--- config.mk ---
export PLATFORM = sky130hd
export DESIGN_NAME = vid_out_fmt
export DESIGN_NICKNAME = d
export VERILOG_FILES = /design/src/rtl/vof_pkg.sv /design/src/rtl/vof_timing.sv /design/src/rtl/vof_pack.sv /design/src/rtl/vid_out_fmt.sv
export SDC_FILE = /design/constraint.sdc
export NUM_CORES = 1
export LEC_CHECK = 0
export ABC_CLOCK_PERIOD_IN_PS = 4500
export BUFFER_PORTS_ARGS = -buffer_cell sky130_fd_sc_hd__buf_2
export CELL_PAD_IN_SITES_DETAIL_PLACEMENT = 1
export CELL_PAD_IN_SITES_GLOBAL_PLACEMENT = 2
export CORE_UTILIZATION = 31
export CTS_CLUSTER_SIZE = 40
export DETAILED_ROUTE_END_ITERATION = 12
export PLACE_DENSITY = 0.92
export SLEW_MARGIN = 20
export SYNTH_ARGS = -nofsm -noshare
export SYNTH_HDL_FRONTEND = slang
export SYNTH_SLANG_ARGS = --single-unit
--- constraint.sdc ---
create_clock -name clk_i -period 4.5 [get_ports clk_i]
set_input_delay 0.9 -clock clk_i [delete_from_list [all_inputs] [get_ports clk_i]]
set_output_delay 0.9 -clock clk_i [all_outputs]
set_load 0.01 [all_outputs]
--- src/rtl/vof_pkg.sv ---
package vof_pkg;
  localparam int unsigned PIX_W = 8;
  localparam int unsigned BUS_W = 2 * PIX_W;

  localparam logic [2:0] FMT_YUV422 = 3'd0;
  localparam logic [2:0] FMT_YUV411 = 3'd1;
  localparam logic [2:0] FMT_RGB565 = 3'd2;
  localparam logic [2:0] FMT_RGB888 = 3'd3;
  localparam logic [2:0] FMT_RAW    = 3'd4;

  function automatic logic fmt_full_rate(input logic [2:0] f);
    return f == FMT_RGB888;
  endfunction
endpackage

--- src/rtl/vof_timing.sv ---
module vof_timing
  import vof_pkg::*;
#(
  parameter int unsigned LINE_LEN = 720,
  localparam int unsigned CW = $clog2(LINE_LEN + 1)
) (
  input  logic          clk_i,
  input  logic          rst_ni,
  input  logic          line_act_i,
  input  logic [2:0]    fmt_i,
  output logic [2:0]    fmt_n_o,
  output logic [2:0]    fmt_q_o,
  output logic [1:0]    idx_n_o,
  output logic          load_o,
  output logic          active_n_o,
  output logic          cref_o,
  output logic          href_o
);
  localparam logic [CW-1:0] LAST = CW'(LINE_LEN - 1);

  logic          act_q, ph_q, href_q;
  logic [2:0]    fmt_q;
  logic [CW-1:0] cnt_q;
  logic          start, ph_n, href_n;
  logic [2:0]    fmt_n;
  logic [CW-1:0] cnt_n;

  always_comb begin
    start  = line_act_i & ~act_q;
    fmt_n  = start ? fmt_i : fmt_q;
    ph_n   = start | fmt_full_rate(fmt_n) | ~ph_q;
    if (start)               cnt_n = '0;
    else if (ph_n && href_q) cnt_n = cnt_q + 1'b1;
    else                     cnt_n = cnt_q;
    if (start)                                 href_n = 1'b1;
    else if (href_q && ph_n && cnt_q == LAST)  href_n = 1'b0;
    else                                       href_n = href_q;
  end

  always_ff @(posedge clk_i or negedge rst_ni) begin
    if (!rst_ni) begin
      act_q  <= 1'b0;
      ph_q   <= 1'b0;
      href_q <= 1'b0;
      fmt_q  <= FMT_YUV422;
      cnt_q  <= '0;
    end else begin
      act_q  <= line_act_i;
      ph_q   <= ph_n;
      href_q <= href_n;
      fmt_q  <= fmt_n;
      cnt_q  <= cnt_n;
    end
  end

  assign fmt_n_o    = fmt_n;
  assign fmt_q_o    = fmt_q;
  assign idx_n_o    = cnt_n[1:0];
  assign load_o     = ph_n;
  assign active_n_o = href_n;
  assign cref_o     = ph_q;
  assign href_o     = href_q;

  p_cref_alt_r2: assert property (@(posedge clk_i) disable iff (!rst_ni)
    (ph_q && !fmt_full_rate(fmt_q) && !start) |=> !ph_q);
  p_cref_full_r2: assert property (@(posedge clk_i) disable iff (!rst_ni)
    (fmt_full_rate(fmt_q) && !start) |=> ph_q);
  p_line_start_r3: assert property (@(posedge clk_i) disable iff (!rst_ni)
    start |=> (href_q && ph_q && cnt_q == '0));
  p_href_bound_r3: assert property (@(posedge clk_i) disable iff (!rst_ni)
    href_q |-> cnt_q < CW'(LINE_LEN));
  p_fmt_hold_r10: assert property (@(posedge clk_i) disable iff (!rst_ni)
    !start |=> $stable(fmt_q));
endmodule

--- src/rtl/vof_pack.sv ---
module vof_pack
  import vof_pkg::*;
(
  input  logic [2:0]       fmt_i,
  input  logic [1:0]       idx_i,
  input  logic             active_i,
  input  logic [PIX_W-1:0] y_i,
  input  logic [PIX_W-1:0] cb_i,
  input  logic [PIX_W-1:0] cr_i,
  input  logic [PIX_W-1:0] r_i,
  input  logic [PIX_W-1:0] g_i,
  input  logic [PIX_W-1:0] b_i,
  input  logic [PIX_W-1:0] ad1_i,
  input  logic [PIX_W-1:0] ad2_i,
  output logic [BUS_W-1:0] bus_o,
  output logic [PIX_W-1:0] ext_o
);
  logic [PIX_W-1:0] cb_sh, cr_sh;

  // 4:1:1 sends two bits of each chroma per beat, msb pair first
  always_comb begin
    cb_sh = cb_i << {idx_i, 1'b0};
    cr_sh = cr_i << {idx_i, 1'b0};
  end

  always_comb begin
    bus_o = '0;
    ext_o = '0;
    unique case (fmt_i)
      FMT_YUV422: if (active_i) bus_o = {y_i, idx_i[0] ? cr_i : cb_i};
      FMT_YUV411: if (active_i) bus_o = {y_i, cb_sh[7:6], cr_sh[7:6], 4'b0000};
      FMT_RGB565: if (active_i) bus_o = {r_i[7:3], g_i[7:2], b_i[7:3]};
      FMT_RGB888: if (active_i) begin
        bus_o = {r_i, g_i};
        ext_o = b_i;
      end
      FMT_RAW:    bus_o = {ad1_i, ad2_i};
      default:    bus_o = '0;
    endcase
  end
endmodule

--- src/rtl/vid_out_fmt.sv ---
module vid_out_fmt
  import vof_pkg::*;
#(
  parameter int unsigned LINE_LEN = 720
) (
  input  logic        clk_i,
  input  logic        rst_ni,
  input  logic        line_act_i,
  input  logic [2:0]  fmt_i,
  input  logic        oe_gate_i,
  input  logic        fast_hiz_i,
  input  logic [7:0]  y_i,
  input  logic [7:0]  cb_i,
  input  logic [7:0]  cr_i,
  input  logic [7:0]  r_i,
  input  logic [7:0]  g_i,
  input  logic [7:0]  b_i,
  input  logic [7:0]  ad1_i,
  input  logic [7:0]  ad2_i,
  output logic [15:0] vpo_o,
  output logic [7:0]  ext_o,
  output logic        vpo_oe_o,
  output logic        cref_o,
  output logic        href_o
);
  logic [2:0]       fmt_n, fmt_q;
  logic [1:0]       idx_n;
  logic             load, active_n;
  logic [BUS_W-1:0] bus_d, vpo_q;
  logic [PIX_W-1:0] ext_d, ext_q;

  vof_timing #(.LINE_LEN(LINE_LEN)) u_timing (
    .clk_i      (clk_i),
    .rst_ni     (rst_ni),
    .line_act_i (line_act_i),
    .fmt_i      (fmt_i),
    .fmt_n_o    (fmt_n),
    .fmt_q_o    (fmt_q),
    .idx_n_o    (idx_n),
    .load_o     (load),
    .active_n_o (active_n),
    .cref_o     (cref_o),
    .href_o     (href_o)
  );

  vof_pack u_pack (
    .fmt_i    (fmt_n),
    .idx_i    (idx_n),
    .active_i (active_n),
    .y_i      (y_i),
    .cb_i     (cb_i),
    .cr_i     (cr_i),
    .r_i      (r_i),
    .g_i      (g_i),
    .b_i      (b_i),
    .ad1_i    (ad1_i),
    .ad2_i    (ad2_i),
    .bus_o    (bus_d),
    .ext_o    (ext_d)
  );

  always_ff @(posedge clk_i or negedge rst_ni) begin
    if (!rst_ni) begin
      vpo_q <= '0;
      ext_q <= '0;
    end else if (load) begin
      vpo_q <= bus_d;
      ext_q <= ext_d;
    end
  end

  assign vpo_o    = vpo_q;
  assign ext_o    = ext_q;
  assign vpo_oe_o = ~(fast_hiz_i & oe_gate_i);

  p_hold_r12: assert property (@(posedge clk_i) disable iff (!rst_ni)
    !($stable(vpo_q) && $stable(ext_q)) |-> cref_o);
  p_blank_r9: assert property (@(posedge clk_i) disable iff (!rst_ni)
    (!href_o && fmt_q <= FMT_RGB888) |-> (vpo_q == '0 && ext_q == '0));
  p_reserved_r9: assert property (@(posedge clk_i) disable iff (!rst_ni)
    (fmt_q > FMT_RAW) |-> vpo_q == '0);
  p_ext_only_888_r7: assert property (@(posedge clk_i) disable iff (!rst_ni)
    (fmt_q != FMT_RGB888) |-> ext_q == '0);
endmodule

## Yosys cells after proc, flatten, opt, wreduce, memory -nomap -nowiden

Cells that the tools add are included.
Widths: inputs -> output; s select.

| cells by class | value |
|---|---|
| add/subtract/negate cells | 1 |
| equality and inequality tests | 5 |
| shifts and indexed selects | 2 |
| muxes and demuxes | 13 |
| bitwise logic cells | 7 |
| reduce and logical (&&, ||, !) cells | 4 |

Operators with widths:

| cell | count |
|---|---|
| $pmux 16 s5 | 1 |
| $mux 16 | 4 |
| $mux 8 | 3 |
| $mux 10 | 2 |
| $shl 8x3->8 | 2 |
| $add 10x1->10 const B | 1 |
| $eq 10x10->1 const B | 1 |
| $eq 3x2->1 const B | 2 |
| $eq 3x1->1 const B | 1 |
| $eq 3x3->1 const B | 1 |
| $logic_not 3->1 | 1 |
| $mux 3 | 1 |
| $not 1->1 | 3 |
| $and 1x1->1 | 2 |
| $logic_and 1x1->1 | 2 |
| $mux 1 | 2 |
| $or 1x1->1 | 2 |
| $reduce_bool 2->1 | 1 |

| word-level totals | value |
|---|---|
| register bits | 40 |
| input port bits | 72 |
| output and inout port bits | 27 |
| word-level logic and storage cells | 40 |

## Longest topological paths before layout

Gate-level depths: netlist of the first run.

| depth | value |
|---|---|
| depth after elaboration | 12 |
| depth in mapped cells | 8 |
| mapped depth without buffers | 7 |

## Hierarchy

Synthesis of the first run repeated with hierarchy kept, for this count alone.

| second synthesis, totals | value |
|---|---|
| cell total of the unflattened synthesis | 243 |
| area, all modules | 2,677.6 sq um |

Modules (own cells, without submodules):

| module | instances | cells an instance | area each (sq um) | sequential area each (sq um) |
|---|---|---|---|---|
| vid_out_fmt | 1 | 52 | 1,001.0 | 600.6 |
| vof_pack | 1 | 112 | 865.8 | 0.0 |
| vof_timing | 1 | 79 | 810.8 | 400.4 |

## Worst setup path before layout of the first run

OpenSTA, ideal clock, no wires.

| timing path | value |
|---|---|
| path kind | input -> register |
| start | input port line_act_i |
| end | register vpo_q[4] (netlist: vpo_o[4]) |
| library setup time | 81 ps |
| arrival time | 2,458 ps |
| required time | 4,419 ps |
| setup slack | 1,961 ps |
| cell stages on the path | 8 |
| path buffers | 1 |
| path through | nor2b_2 -> mux2_4 -> or3_1 -> buf_6 -> nand3_4 -> inv_4 -> mux2_4 -> a31oi_2 |

| on the way | value |
|---|---|
| word-level cells in the longest chain between the ends | 11 |

Ends and longest elaborated chain:

| what | RTL line | text |
|---|---|---|
| start, declared | vid_out_fmt.sv:8 | `input logic line_act_i,` |
| $and 1x1->1 (*) | vof_timing.sv:29 | `start = line_act_i & ~act_q;` |
| $mux 3 | vof_timing.sv:30 | `fmt_n = start ? fmt_i : fmt_q;` |
| $eq 3x2->1 | vof_pkg.sv:12 | `return f == FMT_RGB888;` |
| $or 1x1->1 (2 in a row) | vof_timing.sv:31 | `ph_n = start \| fmt_full_rate(fmt_n) \| ~ph_q;` |
| $logic_and 1x1->1 | vof_timing.sv:33 | `else if (ph_n && href_q) cnt_n = cnt_q + 1'b1;` |
| $mux 10 | vof_timing.sv:33 |  |
| $mux 10 (*) | vof_timing.sv:32 | `if (start) cnt_n = '0;` |
| via idx_n[0] | vid_out_fmt.sv:27 | `logic [1:0] idx_n;` |
| $shl 8x3->8 or $mux 8 (tied branches) | vof_pack.sv:23, vof_pack.sv:30 |  |
| $mux 16, on equally long branches | vof_pack.sv:31, vof_pack.sv:30 |  |
| $pmux 16 s5 (*) | vof_pack.sv:29 | `unique case (fmt_i)` |
| end signal, assigned | vid_out_fmt.sv:67 | `vpo_q <= bus_d;` |
| end, declared | vid_out_fmt.sv:29 | `logic [BUS_W-1:0] bus_d, vpo_q;` |

The timed path passes the listed nets; every way through them passes the cells marked *. The select of a mux whose other input is x is not followed.
A chain may end at the register's enable or synchronous reset.

## Worst setup path after layout of the first run

| timing path | value |
|---|---|
| start | input port line_act_i |
| end | register vpo_q[3] (netlist: vpo_o[3]) |

| on the way | value |
|---|---|
| word-level cells in the longest chain between the ends | 11 |

Ends and longest elaborated chain:

| what | RTL line | text |
|---|---|---|
| $and 1x1->1 (*) | vof_timing.sv:29 |  |
| $mux 3 | vof_timing.sv:30 |  |
| $eq 3x2->1 | vof_pkg.sv:12 |  |
| $or 1x1->1 (*) (2 in a row) | vof_timing.sv:31 |  |
| via load | vid_out_fmt.sv:28 | `logic load, active_n;` |
| $logic_and 1x1->1 | vof_timing.sv:33, vof_timing.sv:36 |  |
| $mux 10 or $logic_and 1x1->1 (tied branches) | vof_timing.sv:33, vof_timing.sv:36 |  |
| $mux 10 or $mux 1 (tied branches) | vof_timing.sv:32, vof_timing.sv:36 |  |
| $mux 8 or $mux 1 (tied branches) | vof_pack.sv:30, vof_timing.sv:35 |  |
| $mux 16, on equally long branches | vof_pack.sv:30, vof_pack.sv:32, vof_pack.sv:33 |  |
| $pmux 16 s5 | vof_pack.sv:29 |  |

Marked as above.

==> flow_results.xml, run 1 <==
<?xml version="1.0" encoding="UTF-8"?>
<metrics>
  <group name="status">
    <metric name="run_status" unit="">finished, final reports clean</metric>
  </group>
  <group name="worst_setup_path">
    <metric name="crit_chain" unit="">buf_2 -&gt; nand2b_1 -&gt; and3_1 -&gt; buf_4 -&gt; inv_1 -&gt; and3_1 -&gt; a21oi_1 -&gt; o221ai_1</metric>
    <metric name="startpoint_type" unit="">input pin</metric>
    <metric name="slowest_stage" unit="">sky130_fd_sc_hd__and3_1</metric>
    <metric name="critical_path.max_stage_delay" unit="ns">0.70</metric>
    <metric name="critPathKind" unit="">in2reg</metric>
    <metric name="cell_depth_of_the_worst_flop_to_flop_path" unit="">6</metric>
    <metric name="number_of_buffer_and_inverter_instances_along_the_worst_setup_path" unit="">3</metric>
    <metric name="timing.critical_path.to_type" unit="">flop</metric>
    <metric name="worstPathArrival" unit="ns">3.22</metric>
    <metric name="critical_path_cell_count" unit="">8</metric>
    <metric name="path_common_cell" unit="">sky130_fd_sc_hd__and3_1</metric>
    <metric name="worstPathRequired" unit="ns">4.66</metric>
    <metric name="critical_path_peak_fanout" unit="">19</metric>
    <metric name="crit_family" unit="">simple AND/OR/NAND/NOR gates</metric>
  </group>
  <group name="cts">
    <metric name="clock-root-buffer" unit="">sky130_fd_sc_hd__clkbuf_8</metric>
    <metric name="cts_tree" unit="">built</metric>
    <metric name="post_cts_buffers" unit="">0</metric>
    <metric name="cts_max_path_buffers" unit="">2</metric>
    <metric name="tritoncts.num_buffers" unit="">5</metric>
    <metric name="worst_setup_hold_path_clk_slew" unit="ns">0.08</metric>
    <metric name="cts-htree-levels" unit="">2</metric>
    <metric name="cts_resized" unit="">0</metric>
    <metric name="clk_latency" unit="ns">0.29</metric>
    <metric name="cts.sink_count" unit="">40</metric>
    <metric name="cts-hold-fix-buffers" unit="">0</metric>
  </group>
  <group name="flow_run">
    <metric name="max-cap-violations" unit="">0</metric>
  </group>
  <group name="place">
    <metric name="place_worst_setup_slack" unit="ns">1.15</metric>
    <metric name="final_weighted_congestion_in_routability_driven_placement" unit="">0.904</metric>
    <metric name="place_hpwl" unit="microns">6790</metric>
    <metric name="numPortBuffers" unit="">98</metric>
    <metric name="placedCellCount" unit="">459</metric>
  </group>
  <group name="timing">
    <metric name="final_max_slew_viol_count" unit="">0</metric>
    <metric name="report.final.hold_viol_count" unit="">0</metric>
    <metric name="timing.final.ws_setup" unit="ns">1.44</metric>
    <metric name="fin_skew" unit="ns">0.0101</metric>
    <metric name="layout_min_cycle_time" unit="ns">3.06</metric>
    <metric name="min_period_over_period" unit="%">67.9</metric>
    <metric name="tightestPinTransition" unit="ns">0.918</metric>
    <metric name="setup_viol" unit="">0</metric>
    <metric name="worst_hold_check_slack" unit="ns">0.501</metric>
    <metric name="timing.max_slew.rel_slack" unit="%">38.8</metric>
    <metric name="fin_setup_tns" unit="ns">0</metric>
    <metric name="timing.fmax" unit="MHz">327</metric>
    <metric name="grt_setup_unrepaired" unit="">false</metric>
  </group>
  <group name="logic_synthesis">
    <metric name="synth_enable_flop_cells" unit="">0</metric>
    <metric name="synth_top_cell_area_share" unit="%">38.9</metric>
    <metric name="yosys.cell_types.count" unit="">55</metric>
    <metric name="synth_fa_ha_area_share" unit="%">0.486</metric>
    <metric name="synth_area" unit="sq mm">0.00257</metric>
    <metric name="synthTopCellsByArea" unit="">sky130_fd_sc_hd__dfrtp_1 39%, sky130_fd_sc_hd__mux2i_1 7.0%, sky130_fd_sc_hd__nand2_1 4.7%</metric>
    <metric name="synth_simple_gate_area_share" unit="%">19.8</metric>
    <metric name="sequential_share_of_the_synthesized_area" unit="%">38.9</metric>
    <metric name="synth_top_family_by_area" unit="">compound AO/OA/AOI/OAI gates</metric>
    <metric name="synth_xor_area_share" unit="%">2.72</metric>
    <metric name="synth.avg_cell_area" unit="sq um">9.57</metric>
    <metric name="netlist_instances" unit="">269</metric>
    <metric name="synth-compound-area-share" unit="%">23.9</metric>
    <metric name="number_of_warnings_issued_by_yosys" unit="">0</metric>
    <metric name="dominantRegCellSynth" unit="">sky130_fd_sc_hd__dfrtp_1</metric>
    <metric name="synth-async-reset-ratio" unit="%">100</metric>
    <metric name="postSynthRegisterBits" unit="">40</metric>
    <metric name="synth.area.mux_share" unit="%">10.2</metric>
    <metric name="synth_area_leader_cell" unit="">sky130_fd_sc_hd__dfrtp_1</metric>
    <metric name="synth_fp_nets" unit="">342</metric>
  </group>
  <group name="final_layout">
    <metric name="antenna_cells_inserted" unit="">0</metric>
    <metric name="area.growth.synth_to_final" unit="%">26.1</metric>
    <metric name="post_route_cells_drive_above_1_share" unit="%">35.1</metric>
    <metric name="num-nets-final" unit="">437</metric>
    <metric name="layout.core_utilization" unit="%">41.2</metric>
    <metric name="final-instance-count-excl-fill" unit="">467</metric>
  </group>
  <group name="global_routing">
    <metric name="pin_count_of_the_biggest_net_entering_global_routing" unit="">41</metric>
    <metric name="track_usage" unit="%">20.6</metric>
    <metric name="grt_pass1_wl" unit="microns">13800</metric>
    <metric name="grt_overflow_total" unit="">0</metric>
    <metric name="via_count_of_the_first_global_routing_pass" unit="">2693</metric>
    <metric name="antenna_found_initial" unit="">0</metric>
  </group>
  <group name="power">
    <metric name="irDropWorstVdd" unit="mV">0.130</metric>
    <metric name="leakagePower" unit="uW">0.00160</metric>
    <metric name="power_switching" unit="uW">492</metric>
    <metric name="cell_internal_pwr" unit="uW">807</metric>
    <metric name="power_switching_share" unit="%">37.9</metric>
    <metric name="proportion_of_power_drawn_by_the_clock_network" unit="%">22.5</metric>
    <metric name="cellPowerDensity" unit="mW/mm^2">400</metric>
    <metric name="comb_power_share" unit="%">39.7</metric>
    <metric name="pwr-share-seq" unit="%">37.7</metric>
  </group>
  <group name="detailed_routing">
    <metric name="drt-wirelength-per-cell" unit="microns">18.5</metric>
    <metric name="detail_route.iter0.violations" unit="">116</metric>
    <metric name="route.detailed.vias_per_inst" unit="">5.54</metric>
    <metric name="route.final.wire_length" unit="microns">8620</metric>
    <metric name="detailroute.via_count" unit="">2589</metric>
    <metric name="drt_first_pass_iters" unit="">4</metric>
    <metric name="final_antenna_net_count" unit="">0</metric>
    <metric name="drt_drc_violations_left" unit="">0</metric>
  </group>
  <group name="die">
    <metric name="floorplan.rows" unit="">32</metric>
    <metric name="die_height" unit="microns">93.1</metric>
    <metric name="floorplan.initialDensity" unit="%">32.6</metric>
    <metric name="core_area" unit="sq mm">0.00789</metric>
    <metric name="die_area" unit="sq mm">0.00868</metric>
    <metric name="die_x" unit="microns">93.1</metric>
    <metric name="num_io_pins" unit="">99</metric>
  </group>
  <group name="min_path">
    <metric name="worst_hold_path_type" unit="">reg2reg</metric>
    <metric name="timing.hold.worst_path_depth" unit="">2</metric>
  </group>
</metrics>
flip-flops by register name, indices dropped and copies added (netlist names):
register          count
vpo_o                16
u_timing.cref_o       1
u_timing.cnt_q       10
u_timing.fmt_q_o      3
u_timing.act_q        1
u_timing.href_o       1
ext_o                 8
routing by layer:
metal	vias up	track usage, %	part of all wire (%)
met5	-	0	0
met4	0	6.41	1.9
met3	18	3.74	4.6
met2	86	35.9	51
met1	1280	25.8	42
li1	1205	-	-
path summary, 6_finish.rpt:
kind | from | to | slack (ns)
min in group asynchronous | rst_ni | u_timing.cnt_q[1]$_DFF_PN0_ | 0.75
min | vpo_o[8]$_DFFE_PN0N_ | vpo_o[8]$_DFFE_PN0N_ | 0.50
max reg2reg | u_timing.act_q$_DFF_PN0_ | ext_o[3]$_DFFE_PN0N_ | 1.68
max in group asynchronous | rst_ni | ext_o[2]$_DFFE_PN0N_ | 3.19
max | line_act_i | vpo_o[3]$_DFFE_PN0N_ | 1.44
min reg2reg | vpo_o[8]$_DFFE_PN0N_ | vpo_o[8]$_DFFE_PN0N_ | 0.50
synthesized netlist by cell type, types with 3 or more instances:
cell type                   n
sky130_fd_sc_hd__inv_1      4
sky130_fd_sc_hd__nand4_1    3
sky130_fd_sc_hd__a31oi_1    4
sky130_fd_sc_hd__a22o_1     8
sky130_fd_sc_hd__xor2_1     5
sky130_fd_sc_hd__buf_2      4
sky130_fd_sc_hd__o221ai_1   4
sky130_fd_sc_hd__and3_1     7
sky130_fd_sc_hd__a22oi_1    5
sky130_fd_sc_hd__nand2b_1   4
sky130_fd_sc_hd__o31a_1     6
sky130_fd_sc_hd__mux2_4     3
sky130_fd_sc_hd__mux2i_1   18
sky130_fd_sc_hd__dfrtp_1   40
sky130_fd_sc_hd__and4_1     9
sky130_fd_sc_hd__clkbuf_1   5
sky130_fd_sc_hd__o21ai_1   11
sky130_fd_sc_hd__nor2_1    21
sky130_fd_sc_hd__xnor2_1    3
sky130_fd_sc_hd__a21oi_1   13
sky130_fd_sc_hd__a32oi_1    3
sky130_fd_sc_hd__nand3_1    3
sky130_fd_sc_hd__o21ai_0   10
sky130_fd_sc_hd__nand2_1   32
stage by stage:
stage	cell area (sq um)	total power [uW]
floorplan	2570	814
global placement	3140	993
detailed placement	3140	1010
CTS	3250	1300
global route	3250	1380
finish	3250	1300
power groups by stage:
stage | combinational [uW] | sequential [uW] | clock, uW
after floorplan | 308 | 506 | 0
after global placement | 497 | 495 | 0
after detailed placement | 513 | 496 | 0
after CTS | 516 | 489 | 298
after global routing | 565 | 502 | 313
final | 516 | 490 | 293
placed cells by master (no fill, tap or decap), types with 3 or more instances in the layout:
| cell | netlist | layout |
|---|---|---|
| sky130_fd_sc_hd__a32oi_1 | 3 | 3 |
| sky130_fd_sc_hd__o221ai_1 | 4 | 4 |
| sky130_fd_sc_hd__and3_1 | 7 | 7 |
| sky130_fd_sc_hd__mux2i_1 | 18 | 18 |
| sky130_fd_sc_hd__inv_1 | 4 | 4 |
| sky130_fd_sc_hd__a22o_1 | 8 | 8 |
| sky130_fd_sc_hd__clkbuf_8 | 0 | 5 |
| sky130_fd_sc_hd__nand3_1 | 3 | 3 |
| sky130_fd_sc_hd__o21ai_1 | 11 | 11 |
| sky130_fd_sc_hd__buf_2 | 4 | 98 |
| sky130_fd_sc_hd__a31oi_1 | 4 | 4 |
| sky130_fd_sc_hd__o31a_1 | 6 | 6 |
| sky130_fd_sc_hd__a21oi_1 | 13 | 13 |
| sky130_fd_sc_hd__dfrtp_1 | 40 | 40 |
| sky130_fd_sc_hd__buf_4 | 2 | 3 |
| sky130_fd_sc_hd__xor2_1 | 5 | 5 |
| sky130_fd_sc_hd__a22oi_1 | 5 | 5 |
| sky130_fd_sc_hd__nor2_1 | 21 | 21 |
| sky130_fd_sc_hd__xnor2_1 | 3 | 3 |
| sky130_fd_sc_hd__mux2_4 | 3 | 3 |
| sky130_fd_sc_hd__and4_1 | 9 | 9 |
| sky130_fd_sc_hd__nand2b_1 | 4 | 4 |
| sky130_fd_sc_hd__o21ai_0 | 10 | 10 |
| sky130_fd_sc_hd__nand4_1 | 3 | 3 |
| sky130_fd_sc_hd__nand2_1 | 32 | 32 |
worst reg2reg max path, cell delays in order (launching register included):
cell and delay, ns:
sky130_fd_sc_hd__dfrtp_1 0.40, sky130_fd_sc_hd__nand2b_1 0.41, sky130_fd_sc_hd__and3_1 0.54, sky130_fd_sc_hd__o41ai_4 0.51
sky130_fd_sc_hd__nand2_2 0.26, sky130_fd_sc_hd__and3_1 0.37, sky130_fd_sc_hd__a22o_1 0.21
final cells by class:
class,instances,area (sq um)
Fill cell,966,4640
Clock inverter,2,35.0
Multi-Input combinational cell,209,1470
Clock buffer,6,72.6
Tap cell,102,128
Timing Repair Buffer,101,513
Sequential cell,40,1000
Inverter,7,28.8
kinds of logic (layout without fill, tap and decap cells):
family                     count (synthesis)  after routing
buffers and inverters                     20            116
and+or+nand+nor                           94             94
adders and majority gates                  1              1
xor gates and xnor gates                   8              8
muxes                                     24             24
DFF                                       40             40
AOI/OAI and AO/OA                         82             82
Power figures use the tool's default switching activity.
==> run 2, diff against run 1 <==
--- a/config.mk
+++ b/config.mk
@@ -5,14 +5,14 @@
 export SDC_FILE = /design/constraint.sdc
 export NUM_CORES = 1
 export LEC_CHECK = 0
-export ABC_CLOCK_PERIOD_IN_PS = 4500
+export ABC_CLOCK_PERIOD_IN_PS = 2800
 export BUFFER_PORTS_ARGS = -buffer_cell sky130_fd_sc_hd__buf_2
 export CELL_PAD_IN_SITES_DETAIL_PLACEMENT = 1
 export CELL_PAD_IN_SITES_GLOBAL_PLACEMENT = 2
-export CORE_UTILIZATION = 31
+export CORE_UTILIZATION = 26
 export CTS_CLUSTER_SIZE = 40
 export DETAILED_ROUTE_END_ITERATION = 12
-export PLACE_DENSITY = 0.92
+export PLACE_DENSITY = 0.83
 export SLEW_MARGIN = 20
 export SYNTH_ARGS = -nofsm -noshare
 export SYNTH_HDL_FRONTEND = slang
==> constraint.sdc (replaced) <==
create_clock -name clk_i -period 2.8 [get_ports clk_i]
set_input_delay 0.56 -clock clk_i [delete_from_list [all_inputs] [get_ports clk_i]]
set_output_delay 0.56 -clock clk_i [all_outputs]
set_load 0.01 [all_outputs]
==> run 2 against run 1 <==
Against the previous run: wire length grew 0.43%; via count decreased by 0.42%; power is 63% higher; sequential share of layout area down 0.93 points; largest cell class unchanged; setup slack worse by 1.1 ns; critical path depth is 2 lower; non-clock buffer count is 9 higher; clock-buffer cell count did not move; largest power group unchanged; clock power up 62%.
==> flow_results.xml, run 2 (synthesis results as in run 1) <==
<?xml version="1.0" encoding="UTF-8"?>
<metrics>
  <group name="status">
    <metric name="run_status" unit="">finished, final reports clean</metric>
  </group>
  <group name="worst_setup_path">
    <metric name="worstPathArrival" unit="ns">2.62</metric>
    <metric name="worstPathRequired" unit="ns">2.98</metric>
    <metric name="critPathKind" unit="">reg2reg</metric>
    <metric name="timing.critical_path.to_type" unit="">flop</metric>
    <metric name="critical_path_peak_fanout" unit="">12</metric>
    <metric name="worstReg2RegStart" unit="">u_timing.act_q$_DFF_PN0_</metric>
    <metric name="startpoint" unit="">u_timing.act_q$_DFF_PN0_</metric>
    <metric name="startpoint_type" unit="">flop</metric>
    <metric name="crit_chain" unit="">nand2b_1 -&gt; and3_1 -&gt; o41ai_4 -&gt; nand2_2 -&gt; and3_1 -&gt; a22o_1</metric>
    <metric name="slowest_stage" unit="">sky130_fd_sc_hd__o41ai_4</metric>
    <metric name="critical_path.max_stage_delay" unit="ns">0.47</metric>
    <metric name="path_common_cell" unit="">sky130_fd_sc_hd__and3_1</metric>
  </group>
  <group name="global_routing">
    <metric name="use_met1" unit="%">21.9</metric>
    <metric name="pin_count_of_the_biggest_net_entering_global_routing" unit="">41</metric>
    <metric name="grtUsageMet3" unit="%">2.76</metric>
    <metric name="busiest_layer_in_global_routing" unit="">met2</metric>
    <metric name="track_usage" unit="%">17.1</metric>
    <metric name="antenna_found_initial" unit="">0</metric>
    <metric name="via_count_of_the_first_global_routing_pass" unit="">2561</metric>
    <metric name="grt_pass1_wl" unit="microns">13500</metric>
    <metric name="met2_layer_usage_reported_by_global_route" unit="%">30.7</metric>
    <metric name="grt_overflow_total" unit="">0</metric>
  </group>
  <group name="die">
    <metric name="die_area" unit="sq mm">0.0103</metric>
    <metric name="die_height" unit="microns">102</metric>
    <metric name="floorplan.initialDensity" unit="%">27.3</metric>
    <metric name="die_x" unit="microns">102</metric>
    <metric name="core_area" unit="sq mm">0.00942</metric>
    <metric name="num_io_pins" unit="">99</metric>
    <metric name="floorplan.rows" unit="">35</metric>
  </group>
  <group name="cts">
    <metric name="clock-root-buffer" unit="">sky130_fd_sc_hd__clkbuf_8</metric>
    <metric name="cts_resized" unit="">0</metric>
    <metric name="post_cts_buffers" unit="">0</metric>
    <metric name="cts_max_path_buffers" unit="">2</metric>
    <metric name="cts-hold-fix-buffers" unit="">0</metric>
    <metric name="tritoncts.num_buffers" unit="">5</metric>
    <metric name="cts_tree" unit="">built</metric>
    <metric name="worst_setup_hold_path_clk_slew" unit="ns">0.09</metric>
    <metric name="cts.sink_count" unit="">40</metric>
    <metric name="clk_latency" unit="ns">0.30</metric>
    <metric name="cts-htree-levels" unit="">2</metric>
  </group>
  <group name="timing">
    <metric name="report.final.hold_viol_count" unit="">0</metric>
    <metric name="grt_setup_unrepaired" unit="">false</metric>
    <metric name="fin_skew" unit="ns">0.0162</metric>
    <metric name="timing.max_slew.rel_slack" unit="%">37.4</metric>
    <metric name="setup_viol" unit="">0</metric>
    <metric name="min_period_over_period" unit="%">87.0</metric>
    <metric name="worst_hold_check_slack" unit="ns">0.407</metric>
    <metric name="tightestPinTransition" unit="ns">0.940</metric>
    <metric name="timing.fmax" unit="MHz">411</metric>
    <metric name="final_max_slew_viol_count" unit="">0</metric>
    <metric name="fin_setup_tns" unit="ns">0</metric>
    <metric name="layout_min_cycle_time" unit="ns">2.43</metric>
  </group>
  <group name="place">
    <metric name="placement_cell_area" unit="sq mm">0.00324</metric>
    <metric name="place_hpwl" unit="microns">6780</metric>
    <metric name="final_weighted_congestion_in_routability_driven_placement" unit="">0.878</metric>
    <metric name="numPortBuffers" unit="">98</metric>
  </group>
  <group name="detailed_routing">
    <metric name="detail_route.iter0.violations" unit="">138</metric>
    <metric name="route.final.wire_length" unit="microns">8660</metric>
    <metric name="drt_first_pass_iters" unit="">4</metric>
    <metric name="final_antenna_net_count" unit="">0</metric>
    <metric name="detailroute.via_count" unit="">2578</metric>
    <metric name="drt_drc_violations_left" unit="">0</metric>
    <metric name="route.detailed.vias_per_inst" unit="">5.13</metric>
    <metric name="drt-wirelength-per-cell" unit="microns">17.2</metric>
  </group>
  <group name="final_layout">
    <metric name="layout_commonest_cell" unit="">sky130_fd_sc_hd__buf_2</metric>
    <metric name="area.growth.synth_to_final" unit="%">30.0</metric>
    <metric name="finish.instance_area" unit="sq mm">0.00335</metric>
    <metric name="num-nets-final" unit="">446</metric>
    <metric name="multiInputGateArea" unit="sq mm">0.00147</metric>
    <metric name="post_route_cells_drive_above_1_share" unit="%">36.6</metric>
    <metric name="layout.cells.most_common_list" unit="">98 x sky130_fd_sc_hd__buf_2, 40 x sky130_fd_sc_hd__dfrtp_1, 32 x sky130_fd_sc_hd__nand2_1</metric>
    <metric name="antenna_cells_inserted" unit="">0</metric>
    <metric name="fillers" unit="">1134</metric>
    <metric name="layout.area.seq" unit="sq mm">0.00100</metric>
    <metric name="largest_register_ff_count" unit="">16</metric>
  </group>
  <group name="power">
    <metric name="leakagePower" unit="uW">0.00164</metric>
    <metric name="cellPowerDensity" unit="mW/mm^2">632</metric>
    <metric name="totalPowerFinal" unit="uW">2120</metric>
    <metric name="irDropWorstVdd" unit="mV">0.239</metric>
  </group>
  <group name="flow_run">
    <metric name="max-cap-violations" unit="">0</metric>
  </group>
  <group name="min_path">
    <metric name="worst_hold_path_type" unit="">in2async</metric>
  </group>
</metrics>
run 2: worst paths after layout:
kind                                                  to  slack [ns]  cells after the start
max                                 ext_o[5]$_DFFE_PN0N_        0.37                      6
min                                 vpo_o[6]$_DFFE_PN0N_        0.41                      1
max reg2reg                         ext_o[5]$_DFFE_PN0N_        0.37                      6
min reg2reg                        vpo_o[14]$_DFFE_PN0N_        0.49                      2
max in group asynchronous  u_timing.cnt_q[9]$_DFFE_PN0P_        1.81                      1
min in group clk_i              u_timing.act_q$_DFF_PN0_        0.42                      1
run 2: layout make-up:
| class | instances | area share (%) |
|---|---|---|
| clock buffer | 6 | 2.17 |
| timing repair buffer | 110 | 17.3 |
| clock inverter | 2 | 1.05 |
| multi-input combinational | 209 | 43.9 |
| inverter | 7 | 0.859 |
| tap | 129 | 4.82 |
| sequential | 40 | 29.9 |
run 2: routing by layer:
| metal | up-vias | share of wire (%) |
|---|---|---|
| met2 | 82 | 51 |
| li1 | 1219 | - |
| met1 | 1273 | 44 |
| met3 | 4 | 4.6 |
| met5 | - | 0 |
| met4 | 0 | 0.45 |
run 2: through the flow:
stage	cells	worst slack, ns	util, %
after floorplan	269	0.601	-
after global placement	495	0.304	34.4
after detailed placement	495	0.207	34.4
after CTS	503	0.386	35.6
after global routing	503	0.272	35.6
final	503	0.365	35.6
run 2: critical path: cells and delay by family, from the launching register on:
kind	cells	cell delay, ns
and+or+nand+nor	4	1.24
DFF	1	0.40
AOI/OAI and AO/OA	2	0.69
run 2: power breakdown:
part	leakage (uW)	switching (uW)	internal, uW
sequential	0.000521	97.1	690
clock	0.0000552	210	265
combinational	0.00106	485	368
==> run 3, diff against run 2 <==
--- a/config.mk
+++ b/config.mk
@@ -9,6 +9,8 @@
 export BUFFER_PORTS_ARGS = -buffer_cell sky130_fd_sc_hd__buf_2
 export CELL_PAD_IN_SITES_DETAIL_PLACEMENT = 1
 export CELL_PAD_IN_SITES_GLOBAL_PLACEMENT = 2
+export CORE_ASPECT_RATIO = 0.75
+export CORE_MARGIN = 5
 export CORE_UTILIZATION = 26
 export CTS_CLUSTER_SIZE = 40
 export DETAILED_ROUTE_END_ITERATION = 12
==> run 3 against run 2 <==
Against the previous run: final area increased by 1.2%; die area increased by 17%; non-clock buffer count decreased by 1; clock skew decreased by 0.012 ns; wire length increased by 6.2%; power increased by 4.7%; clock-buffer cell count decreased by 1; setup slack improved by 0.045 ns; fmax increased by 1.9%; first-iteration DRC count increased by 25%; worst hold slack improved by 0.0080 ns; critical path type unchanged; critical endpoint is now vpo_o[7]$_DFFE_PN0N_; largest cell class unchanged; largest power group unchanged.
==> flow_results.xml, run 3 (synthesis results as in run 1) <==
<?xml version="1.0" encoding="UTF-8"?>
<metrics>
  <group name="status">
    <metric name="run_status" unit="">finished, final reports clean</metric>
  </group>
  <group name="cts">
    <metric name="cts_tree" unit="">built</metric>
    <metric name="clk_latency" unit="ns">0.28</metric>
    <metric name="cts.sink_count" unit="">40</metric>
    <metric name="post_cts_buffers" unit="">0</metric>
    <metric name="cts-hold-fix-buffers" unit="">0</metric>
    <metric name="tritoncts.num_buffers" unit="">5</metric>
    <metric name="clock-root-buffer" unit="">sky130_fd_sc_hd__clkbuf_16</metric>
    <metric name="worst_setup_hold_path_clk_slew" unit="ns">0.06</metric>
    <metric name="cts-htree-levels" unit="">2</metric>
    <metric name="cts_resized" unit="">0</metric>
    <metric name="cts_max_path_buffers" unit="">2</metric>
  </group>
  <group name="global_routing">
    <metric name="met2_layer_usage_reported_by_global_route" unit="%">24.6</metric>
    <metric name="via_count_of_the_first_global_routing_pass" unit="">2700</metric>
    <metric name="grtUsageMet3" unit="%">4.22</metric>
    <metric name="busiest_layer_in_global_routing" unit="">met2</metric>
    <metric name="grt_pass1_wl" unit="microns">14800</metric>
    <metric name="track_usage" unit="%">15.5</metric>
    <metric name="use_met1" unit="%">21.6</metric>
    <metric name="grt_overflow_total" unit="">0</metric>
    <metric name="antenna_found_initial" unit="">0</metric>
    <metric name="pin_count_of_the_biggest_net_entering_global_routing" unit="">41</metric>
  </group>
  <group name="final_layout">
    <metric name="fillers" unit="">1146</metric>
    <metric name="final-instance-count-excl-fill" unit="">504</metric>
    <metric name="area.growth.synth_to_final" unit="%">31.5</metric>
    <metric name="antenna_cells_inserted" unit="">0</metric>
    <metric name="finish.instance_area" unit="sq mm">0.00339</metric>
    <metric name="num-nets-final" unit="">445</metric>
    <metric name="layout.cells.most_common_list" unit="">98 x sky130_fd_sc_hd__buf_2, 40 x sky130_fd_sc_hd__dfrtp_1, 32 x sky130_fd_sc_hd__nand2_1</metric>
    <metric name="post_route_cells_drive_above_1_share" unit="%">36.6</metric>
    <metric name="layout_commonest_cell" unit="">sky130_fd_sc_hd__buf_2</metric>
    <metric name="largest_register_ff_count" unit="">16</metric>
  </group>
  <group name="timing">
    <metric name="layout_min_cycle_time" unit="ns">2.39</metric>
    <metric name="timing.max_slew.rel_slack" unit="%">37.7</metric>
    <metric name="timing.fmax" unit="MHz">419</metric>
    <metric name="setup_viol" unit="">0</metric>
    <metric name="tightestPinTransition" unit="ns">0.935</metric>
    <metric name="fin_skew" unit="ns">0.00373</metric>
    <metric name="report.final.hold_viol_count" unit="">0</metric>
    <metric name="grt_setup_unrepaired" unit="">false</metric>
    <metric name="fin_setup_tns" unit="ns">0</metric>
    <metric name="min_period_over_period" unit="%">85.3</metric>
    <metric name="final_max_slew_viol_count" unit="">0</metric>
  </group>
  <group name="worst_setup_path">
    <metric name="crit_chain" unit="">nand2b_1 -&gt; mux2i_1 -&gt; buf_12 -&gt; or3_1 -&gt; and4_1 -&gt; o21ai_0 -&gt; a41oi_1</metric>
    <metric name="slowest_stage" unit="">sky130_fd_sc_hd__or3_1</metric>
    <metric name="number_of_buffer_and_inverter_instances_along_the_worst_setup_path" unit="">1</metric>
    <metric name="startpoint" unit="">u_timing.act_q$_DFF_PN0_</metric>
    <metric name="timing.critical_path.to_type" unit="">flop</metric>
    <metric name="critical_path.max_stage_delay" unit="ns">0.52</metric>
    <metric name="critical_path_peak_fanout" unit="">12</metric>
    <metric name="worstPathArrival" unit="ns">2.53</metric>
    <metric name="worstPathRequired" unit="ns">2.94</metric>
    <metric name="critPathKind" unit="">reg2reg</metric>
    <metric name="startpoint_type" unit="">flop</metric>
    <metric name="worstReg2RegStart" unit="">u_timing.act_q$_DFF_PN0_</metric>
    <metric name="crit_family" unit="">simple AND/OR/NAND/NOR gates</metric>
  </group>
  <group name="die">
    <metric name="floorplan.rows" unit="">31</metric>
    <metric name="die_x" unit="microns">125</metric>
    <metric name="die_area" unit="sq mm">0.0120</metric>
    <metric name="floorplan.initialDensity" unit="%">26.7</metric>
    <metric name="die_height" unit="microns">96.2</metric>
    <metric name="core_area" unit="sq mm">0.00966</metric>
    <metric name="num_io_pins" unit="">99</metric>
  </group>
  <group name="place">
    <metric name="final_weighted_congestion_in_routability_driven_placement" unit="">0.826</metric>
    <metric name="place_hpwl" unit="microns">7080</metric>
    <metric name="placedCellCount" unit="">497</metric>
    <metric name="numPortBuffers" unit="">98</metric>
    <metric name="placement_cell_area" unit="sq mm">0.00325</metric>
  </group>
  <group name="detailed_routing">
    <metric name="detail_route.iter0.violations" unit="">173</metric>
    <metric name="final_antenna_net_count" unit="">0</metric>
    <metric name="route.final.wire_length" unit="microns">9190</metric>
    <metric name="drt-wirelength-per-cell" unit="microns">18.2</metric>
    <metric name="detailroute.via_count" unit="">2549</metric>
    <metric name="route.detailed.vias_per_inst" unit="">5.06</metric>
    <metric name="drt_first_pass_iters" unit="">4</metric>
    <metric name="drt_drc_violations_left" unit="">0</metric>
  </group>
  <group name="flow_run">
    <metric name="max-cap-violations" unit="">0</metric>
  </group>
  <group name="power">
    <metric name="leakagePower" unit="uW">0.00165</metric>
    <metric name="cellPowerDensity" unit="mW/mm^2">654</metric>
    <metric name="irDropWorstVdd" unit="mV">0.292</metric>
    <metric name="totalPowerFinal" unit="uW">2210</metric>
  </group>
  <group name="min_path">
    <metric name="min_from" unit="">line_act_i</metric>
    <metric name="worst_hold_path_type" unit="">in2reg</metric>
  </group>
</metrics>
[run 3: final timing paths]
| kind | end | slack [ns] | cells past startpoint |
|---|---|---|---|
| worst max-delay path | vpo_o[7]$_DFFE_PN0N_ | 0.41 | 7 |
| worst min-delay path | u_timing.act_q$_DFF_PN0_ | 0.41 | 1 |
| worst max register to register | vpo_o[7]$_DFFE_PN0N_ | 0.41 | 7 |
| worst min register to register | vpo_o[12]$_DFFE_PN0N_ | 0.48 | 2 |
| max in group asynchronous | vpo_o[6]$_DFFE_PN0N_ | 1.80 | 1 |
| min in group asynchronous | ext_o[2]$_DFFE_PN0N_ | 0.42 | 1 |
[run 3: final cells by class]
class / count / area (sq um) / share of cell area (%)
clock inverters: 2 / 12.5 / 0.369
clock buffers: 5 / 125 / 3.69
multi-input cells: 209 / 1470 / 43.4
flip-flops and latches: 40 / 1000 / 29.6
inverters: 7 / 28.8 / 0.850
repair buffers: 109 / 586 / 17.3
well taps: 132 / 165 / 4.88
[run 3: power by group]
part           total (uW)  switching (uW)  leakage (uW)  internal [uW]
clock                 567             243     0.0000657            324
sequential            781            89.5      0.000521            691
combinational         867             498       0.00106            370
[run 3: metrics by stage]
step	hold WS, ns	setup WS [ns]	util [%]
2_1_floorplan	0.264	0.601	-
3_3_place_gp	0.464	0.230	33.6
3_5_place_dp	0.474	0.202	33.6
4_1_cts	0.410	0.413	35.1
5_1_grt	0.413	0.224	35.1
6_report	0.415	0.411	35.1
[run 3: metal layers]
| metal | wire length (microns) | up-vias |
|---|---|---|
| li1 | - | 1221 |
| met1 | 4630 | 1233 |
| met2 | 3950 | 86 |
| met3 | 546 | 9 |
| met4 | 68 | 0 |
| met5 | 0 | - |
